## src/rtl/bdag_pkg.sv

```systemverilog
package bdag_pkg;
  localparam int FLD_W  = 8;
  localparam int BANK_W = 4;
  localparam int ADDR_W = BANK_W + FLD_W;
  localparam logic [FLD_W-1:0] LOW_SPLIT = 8'h60;

  typedef enum logic [1:0] {
    SRC_BANKED  = 2'd0,
    SRC_ACC_LOW = 2'd1,
    SRC_ACC_HI  = 2'd2,
    SRC_INDEXED = 2'd3
  } addr_src_e;
endpackage

```

## src/rtl/bdag_rst_sync.sv

```systemverilog
module bdag_rst_sync (
  input  logic clk,
  input  logic rst_n,
  output logic rst_sync_n
);
  logic [1:0] stage_q;

  always_ff @(posedge clk or negedge rst_n) begin
    if (!rst_n) stage_q <= 2'b00;
    else        stage_q <= {stage_q[0], 1'b1};
  end

  assign rst_sync_n = stage_q[1];
endmodule

```

## src/rtl/bdag_sel_regs.sv

```systemverilog
module bdag_sel_regs
  import bdag_pkg::*;
(
  input  logic              clk,
  input  logic              rst_n,
  input  logic              ext_en,
  input  logic              bank_we,
  input  logic [BANK_W-1:0] bank_wdata,
  input  logic              ptr_we,
  input  logic [ADDR_W-1:0] ptr_wdata,
  output logic [BANK_W-1:0] bank_q,
  output logic [ADDR_W-1:0] ptr_q,
  output logic              ext_mode
);
  logic [BANK_W-1:0] bank_d;
  logic [ADDR_W-1:0] ptr_d;
  logic              cfg_done_q, cfg_done_d;
  logic              ext_q, ext_d;

  always_comb begin
    bank_d     = bank_q;
    ptr_d      = ptr_q;
    ext_d      = ext_q;
    cfg_done_d = 1'b1;
    if (bank_we)     bank_d = bank_wdata;
    if (ptr_we)      ptr_d  = ptr_wdata;
    if (!cfg_done_q) ext_d  = ext_en;
  end

  always_ff @(posedge clk or negedge rst_n) begin
    if (!rst_n) begin
      bank_q     <= '0;
      ptr_q      <= '0;
      ext_q      <= 1'b0;
      cfg_done_q <= 1'b0;
    end else begin
      bank_q     <= bank_d;
      ptr_q      <= ptr_d;
      ext_q      <= ext_d;
      cfg_done_q <= cfg_done_d;
    end
  end

  assign ext_mode = cfg_done_q ? ext_q : ext_en;

  AST_PTR_LOAD: assert property (@(posedge clk) disable iff (!rst_n)
    ptr_we |=> ptr_q == $past(ptr_wdata));
  AST_BANK_LOAD: assert property (@(posedge clk) disable iff (!rst_n)
    bank_we |=> bank_q == $past(bank_wdata));
  AST_CFG_FROZEN: assert property (@(posedge clk) disable iff (!rst_n)
    cfg_done_q |=> $stable(ext_mode));
endmodule

```

## src/rtl/bdag_map.sv

```systemverilog
module bdag_map
  import bdag_pkg::*;
(
  input  logic              ext_mode,
  input  logic              acc_bit,
  input  logic [FLD_W-1:0]  fld,
  input  logic [BANK_W-1:0] bank,
  input  logic [ADDR_W-1:0] ptr,
  output logic [ADDR_W-1:0] addr_raw
);
  addr_src_e src;
  logic      low;

  assign low = (fld < LOW_SPLIT);

  always_comb begin
    if (acc_bit)              src = SRC_BANKED;
    else if (low && ext_mode) src = SRC_INDEXED;
    else if (low)             src = SRC_ACC_LOW;
    else                      src = SRC_ACC_HI;
  end

  always_comb begin
    unique case (src)
      SRC_BANKED:  addr_raw = {bank, fld};
      SRC_ACC_LOW: addr_raw = {{BANK_W{1'b0}}, fld};
      SRC_ACC_HI:  addr_raw = {{BANK_W{1'b1}}, fld};
      SRC_INDEXED: addr_raw = ptr + {{BANK_W{1'b0}}, fld};
      default:     addr_raw = '0;
    endcase
  end
endmodule

```

## src/rtl/bdag_out_stage.sv

```systemverilog
module bdag_out_stage
  import bdag_pkg::*;
(
  input  logic              clk,
  input  logic              rst_n,
  input  logic              req,
  input  logic [ADDR_W-1:0] addr_raw,
  output logic [ADDR_W-1:0] addr,
  output logic              addr_vld
);
  logic [ADDR_W-1:0] addr_d;

  always_comb begin
    addr_d = addr;
    if (req) addr_d = addr_raw;
  end

  always_ff @(posedge clk or negedge rst_n) begin
    if (!rst_n) begin
      addr     <= '0;
      addr_vld <= 1'b0;
    end else begin
      addr     <= addr_d;
      addr_vld <= req;
    end
  end

  AST_HOLD_IDLE: assert property (@(posedge clk) disable iff (!rst_n)
    !req |=> $stable(addr));
endmodule

```

## src/rtl/banked_addr_gen.sv

```systemverilog
module banked_addr_gen
  import bdag_pkg::*;
(
  input  logic        clk,
  input  logic        rst_n,
  input  logic        ext_en,
  input  logic        req,
  input  logic        acc_bit,
  input  logic [7:0]  fld,
  input  logic        bank_we,
  input  logic [3:0]  bank_wdata,
  input  logic        ptr_we,
  input  logic [11:0] ptr_wdata,
  output logic [3:0]  bank_q,
  output logic [11:0] ptr_q,
  output logic [11:0] addr,
  output logic        addr_vld
);
  logic              rst_sync_n;
  logic              ext_mode;
  logic [ADDR_W-1:0] addr_raw;

  bdag_rst_sync u_rst (
    .clk        (clk),
    .rst_n      (rst_n),
    .rst_sync_n (rst_sync_n)
  );

  bdag_sel_regs u_regs (
    .clk        (clk),
    .rst_n      (rst_sync_n),
    .ext_en     (ext_en),
    .bank_we    (bank_we),
    .bank_wdata (bank_wdata),
    .ptr_we     (ptr_we),
    .ptr_wdata  (ptr_wdata),
    .bank_q     (bank_q),
    .ptr_q      (ptr_q),
    .ext_mode   (ext_mode)
  );

  bdag_map u_map (
    .ext_mode (ext_mode),
    .acc_bit  (acc_bit),
    .fld      (fld),
    .bank     (bank_q),
    .ptr      (ptr_q),
    .addr_raw (addr_raw)
  );

  bdag_out_stage u_out (
    .clk      (clk),
    .rst_n    (rst_sync_n),
    .req      (req),
    .addr_raw (addr_raw),
    .addr     (addr),
    .addr_vld (addr_vld)
  );

  AST_VLD_FOLLOWS: assert property (@(posedge clk) disable iff (!rst_sync_n)
    req |=> addr_vld);
  AST_NO_STRAY_VLD: assert property (@(posedge clk) disable iff (!rst_sync_n)
    !req |=> !addr_vld);
  AST_BANKED_FORM: assert property (@(posedge clk) disable iff (!rst_sync_n)
    (req && acc_bit) |=> (addr == {$past(bank_q), $past(fld)}));
  AST_ACC_HIGH: assert property (@(posedge clk) disable iff (!rst_sync_n)
    (req && !acc_bit && fld >= LOW_SPLIT) |=> (addr == {4'hF, $past(fld)}));
endmodule

```

## config.mk

```make
export PLATFORM = sky130hd
export DESIGN_NAME = banked_addr_gen
export DESIGN_NICKNAME = d
export VERILOG_FILES = /design/src/rtl/bdag_pkg.sv /design/src/rtl/bdag_rst_sync.sv /design/src/rtl/bdag_sel_regs.sv /design/src/rtl/bdag_map.sv /design/src/rtl/bdag_out_stage.sv /design/src/rtl/banked_addr_gen.sv
export SDC_FILE = /design/constraint.sdc
export NUM_CORES = 1
export LEC_CHECK = 0
export ABC_AREA = 1
export BUFFER_PORTS_ARGS = -buffer_cell sky130_fd_sc_hd__buf_2
export CORE_ASPECT_RATIO = 1.1
export CORE_MARGIN = 3
export CORE_UTILIZATION = 30
export DETAILED_ROUTE_END_ITERATION = 8
export HOLD_SLACK_MARGIN = 0.05
export PLACE_DENSITY_LB_ADDON = 0.08
export SYNTH_ARGS = -nofsm -noshare
export SYNTH_HDL_FRONTEND = slang
export SYNTH_HIERARCHICAL = 1
export SYNTH_SLANG_ARGS = --single-unit
```

## constraint.sdc

```tcl
create_clock -name clk -period 2.2 [get_ports clk]
set_input_delay 0.33 -clock clk [delete_from_list [all_inputs] [get_ports clk]]
set_output_delay 0.33 -clock clk [all_outputs]
set_load 0.01 [all_outputs]
```

After elaboration in Yosys (flattened, before gate mapping)

Cells that the tools add are included.

Bits in registers: 33
Input bits: 31
Output and inout bits: 29

$add $sub $neg: 1
Magnitude comparators: 1
Eq/ne operators: 3
Multiplexer cells: 5
Reduce and logical (&&, ||, !) cells: 2

Operator list:

| operator             | count |
|---|---|
| $pmux W12 S4         | 1 |
| $add A12 B8 Y12      | 1 |
| $lt A8 B7 Y1 const B | 1 |
| $mux W2              | 3 |
| $eq A2 B2 Y1 const B | 2 |
| $eq A2 B1 Y1 const B | 1 |
| $logic_not A2 Y1     | 1 |
| $logic_and A1 B1 Y1  | 1 |
| $mux W1              | 1 |

Depth between registers and ports, before layout

Depth in word-level cells: 6
Depth in mapped cells: 12

Hierarchy

The synthesis kept the hierarchy.

Modules (own cells, without submodules):

| module         | times used | cells an instance | area an instance (um2) |
|---|---|---|---|
| bdag_map       | 1          | 140               | 745.7 |
| bdag_sel_regs  | 1          | 75                | 675.6 |
| bdag_out_stage | 1          | 52                | 483.0 |
| bdag_rst_sync  | 1          | 3                 | 53.8 |

Worst setup path before layout

Ideal clock, no wire load.

Kind: register to register
Start: register u_regs.ptr_q[0]
End: register u_out.addr[8]
Library setup time: 0.117 ns
Arrival time: 1.639 ns
Required time: 2.083 ns
Setup slack: 0.444 ns
Stages on the path, launching flop included: 11
Path through: dfrtp_1 ha_1 fa_1 nand3_1 nand3_1 nand2_1 nand3b_1 nand3_1 nand3_1 nand2_1 nand2_1

Cells in the longest elaborated chain, start to end: 2

RTL lines:

| what                   | line                  | source |
|---|---|---|
| start, declared        | bdag_sel_regs.sv:12   | `output logic [ADDR_W-1:0] ptr_q,` |
| start signal, assigned | bdag_sel_regs.sv:38   | `ptr_q <= ptr_d;` |
| $add A12 B8 Y12        | bdag_map.sv:28        | `SRC_INDEXED: addr_raw = ptr + {{BANK_W{1'b0}}, fld};` |
| $pmux W12 S4           | bdag_map.sv:24        | `unique case (src)` |
| named net addr_raw[8]  | banked_addr_gen.sv:21 | `logic [ADDR_W-1:0] addr_raw;` |
| end signal, assigned   | bdag_out_stage.sv:23  | `addr <= addr_d;` |
| end, declared          | bdag_out_stage.sv:8   | `output logic [ADDR_W-1:0] addr,` |

The timed path passes the listed nets, and every way through them passes these cells.
A chain may end at the register's enable or synchronous reset.

Worst setup path after layout

Ends and elaborated chain as after synthesis.

==> results.md <==
* Skew-Pair Late Insertion Delay at 280 ps
* Initial detailed-routing violation count at 83
* Final ANT Viol Nets at 0
* Hpwl dp at 3810 um
* R2r endpoint: u_out/addr[8]$_DFFE_PN0P_
* Antenna violations before repair at 0
* Largest net degree at the start of global routing at 32
* Commonest non-fill, non-tap cell in the layout: nand2_1
* Launch point of the worst reg-to-reg path: u_regs/ptr_q[0]$_DFFE_PN0P_
* NetSw at 0.501 mW
* Distinct cells, synth at 27
* Final setup margin at 306 ps
* Min-delay src: ptr_wdata[11]
* Total grt overflow at 0
* Fmax at 528 MHz
* Outcome: complete, no violations
* Synthesized area at 0.00196 sq mm
* I/O pins at 60
* Resize count post-CTS at 0
* Minimum clock period at 1890 ps
* YS warnings at 6
* Placer Congestion at 0.820
* Fin. max-slew vios at 0
* Worst endpoint required time at 2380 ps
* Die area at 0.00753 sq mm
* Cell Pwr Density at 693 mW/mm^2
* Crit-path max FO at 4
* Data arrival, critical path at 2070 ps
* Yosys reg bits at 33
* Number of port buffers at 59
* Share of cells above drive strength 1 at 0.237
* Combinational share of power at 0.231
* RSZ-0062 raised after global routing: no
* First-pass GRT wire length at 8530 um
* GRT Total Usage at 0.140
* Core Region at 0.00623 sq mm
* H-tree levels at 2
* Synthesis-to-layout area growth at 24.3%
* Leakage at 1.42 nW
* Fin Clk Skew at 2.33 ps
* Clock share of power at 0.349
* Clk sinks at 33
* Min-Delay Path Class: input pin to flop
* Post-CTS setup buffer count at 0
* Via count at 1814
* Antenna diode count at 0
* Max clock buf depth at 2
* Detailed-route wire length per cell at 11.8 um
* Chip Width at 83.0 um
* Register area share after synthesis at 0.422
* Die Height at 90.7 um
* Hold Vio Cnt, Final at 0
* Final WL at 4880 um
* Setup_tns at 0 ps
* Post-CTS Hold Fix Bufs at 1
* Reg-to-reg slack, setup at 310 ps
* CTS tree: yes
* Gate Count Post-Synth at 270
* Syn avg cell area at 7.25 sq um
* CP Capture Type: flop
* Root Buffer: clkbuf_8
* Final core occ at 0.391
* Vias/cell at 4.38
* Worst Hold End: u_regs/ptr_q[11]$_DFFE_PN0P_
* Number of global-route vias before repair at 1815
* Clock-pin slew on the worst setup and hold paths at 70 ps
* Switch share at 0.297
* Syn Nets at 310
* Final Cycle Share at 0.861
* Layout Nets at 373
* Residual DRC count at 0
* CTS buffer count at 5
* Pint at 1.19 mW
* Setup Viol. Count Final at 0
* Critical Path Source Type: flop
* Initial DRT Pass Iterations at 4
* Initial core utilization at 0.314
* Reg2reg path depth at 10
* Fill count at 706
* Overall power at 1.69 mW
* Sequential power share at 0.420
* Post-place setup slack at 266 ps
* Commonest cells after routing, fill and taps aside: nand2_1 (136), buf_2 (59), dfrtp_1 (33), inv_1 (23), nand3_1 (21)
* VDD IR max at 0.255 mV
* Hold path cells at 3
* # rows at 30
* Number of max-cap violations at 0
* Critical path type: flop to flop
Yosys cell counts:
| cell type | instances | area, sq um |
|---|---|---|
| nand3b_1 | 1 | 7.51 |
| nand3_2 | 1 | 10.0 |
| dfrtp_1 | 33 | 826 |
| buf_4 | 2 | 15.0 |
| or2_2 | 1 | 6.26 |
| nor2_1 | 14 | 52.6 |
| fa_1 | 1 | 20.0 |
| buf_6 | 2 | 22.5 |
| o21bai_1 | 1 | 7.51 |
| ha_1 | 8 | 100 |
| inv_2 | 2 | 7.51 |
| a21oi_1 | 4 | 20.0 |
| nand2_1 | 136 | 510 |
| xor2_1 | 1 | 8.76 |
| mux2_2 | 2 | 22.5 |
| inv_1 | 23 | 86.3 |
| a31oi_1 | 1 | 6.26 |
| nand2_2 | 2 | 12.5 |
| o21bai_2 | 1 | 11.3 |
| o22ai_1 | 1 | 6.26 |
| nor2_8 | 1 | 20.0 |
| o21ai_0 | 3 | 15.0 |
| a21oi_2 | 2 | 17.5 |
| nand4_1 | 3 | 18.8 |
| nand3_1 | 21 | 105 |
| buf_8 | 1 | 15.0 |
| conb_1 | 2 | 7.51 |
worst max path at each step:
stage | from | end | depth (start not counted)
global placement | fld[0] | u_out/addr[8]$_DFFE_PN0P_ | 11
floorplan | u_regs/ptr_q[0]$_DFFE_PN0P_ | u_out/addr[8]$_DFFE_PN0P_ | 10
finish | u_regs/ptr_q[0]$_DFFE_PN0P_ | u_out/addr[8]$_DFFE_PN0P_ | 10
CTS | u_regs/ptr_q[0]$_DFFE_PN0P_ | u_out/addr[8]$_DFFE_PN0P_ | 10
global route | u_regs/ptr_q[0]$_DFFE_PN0P_ | u_out/addr[6]$_DFFE_PN0P_ | 9
detailed placement | fld[0] | u_out/addr[8]$_DFFE_PN0P_ | 11
registers in the layout, indices dropped and copies added (netlist names):
signal             flops
u_regs/ext_q           1
u_out/addr            12
u_regs/bank_q          4
u_out/addr_vld         1
u_rst/stage_q          2
u_regs/cfg_done_q      1
u_regs/ptr_q          12
cells by family (layout without fill, tap and decap cells):
kind of cell             count (synthesis)  after routing  share of synthesized area
AO/OA/AOI/OAI                           13             13                     0.0428
buffers and inverters                   30             94                     0.0748
adder cells (fa/ha/maj)                  9              9                     0.0613
other                                    2              2                    0.00384
multiplexers                             2              2                     0.0115
XOR/XNOR                                 1              1                    0.00447
flip-flops                              33             33                      0.422
AND/OR/NAND/NOR                        180            180                      0.380
per-layer routing:
metal / up-vias / wire (um) / GRT usage
li1: 969 / - / -
met1: 795 / 2290 / 0.179
met2: 45 / 2270 / 0.229
met3: 5 / 257 / 0.0365
met4: 0 / 62 / 0.0436
met5: - / 0 / 0
worst max-delay path, cell delays in order (launching register included):
cell,delay [ps]
dfrtp_1,400
ha_1,240
fa_1,430
nand3_1,110
nand3_1,140
nand2_1,120
nand3b_1,80
nand3_1,80
nand3_1,60
nand2_1,70
nand2_1,50
metrics by stage:
step                instances  cell area [sq um]  hold WS (ps)
CTS                       414               2430           235
finish                    414               2430           243
global route              414               2430           239
detailed placement        405               2310           117
floorplan                 270               1960          34.4
global placement          405               2310           116
power by group through the flow:
stage                     Sequential [mW]  Combinational [mW]  Clock [mW]
after floorplan                     0.746               0.225           0
after global placement              0.719               0.393           0
after detailed placement            0.721               0.392           0
after CTS                           0.710               0.396       0.612
after global routing                0.719               0.453       0.642
final                               0.708               0.390       0.589
area by class of cell:
class / count / area [sq um] / share of cell area
Clock inverter: 1 / 30.0 / 0.0123
Sequential cell: 33 / 826 / 0.339
Inverter: 25 / 93.8 / 0.0385
Multi-Input combinational cell: 207 / 986 / 0.405
Tap cell: 80 / 100 / 0.0411
Clock buffer: 7 / 86.3 / 0.0355
Timing Repair Buffer: 61 / 313 / 0.128
Note: power is estimated with default switching activity, not from simulation.
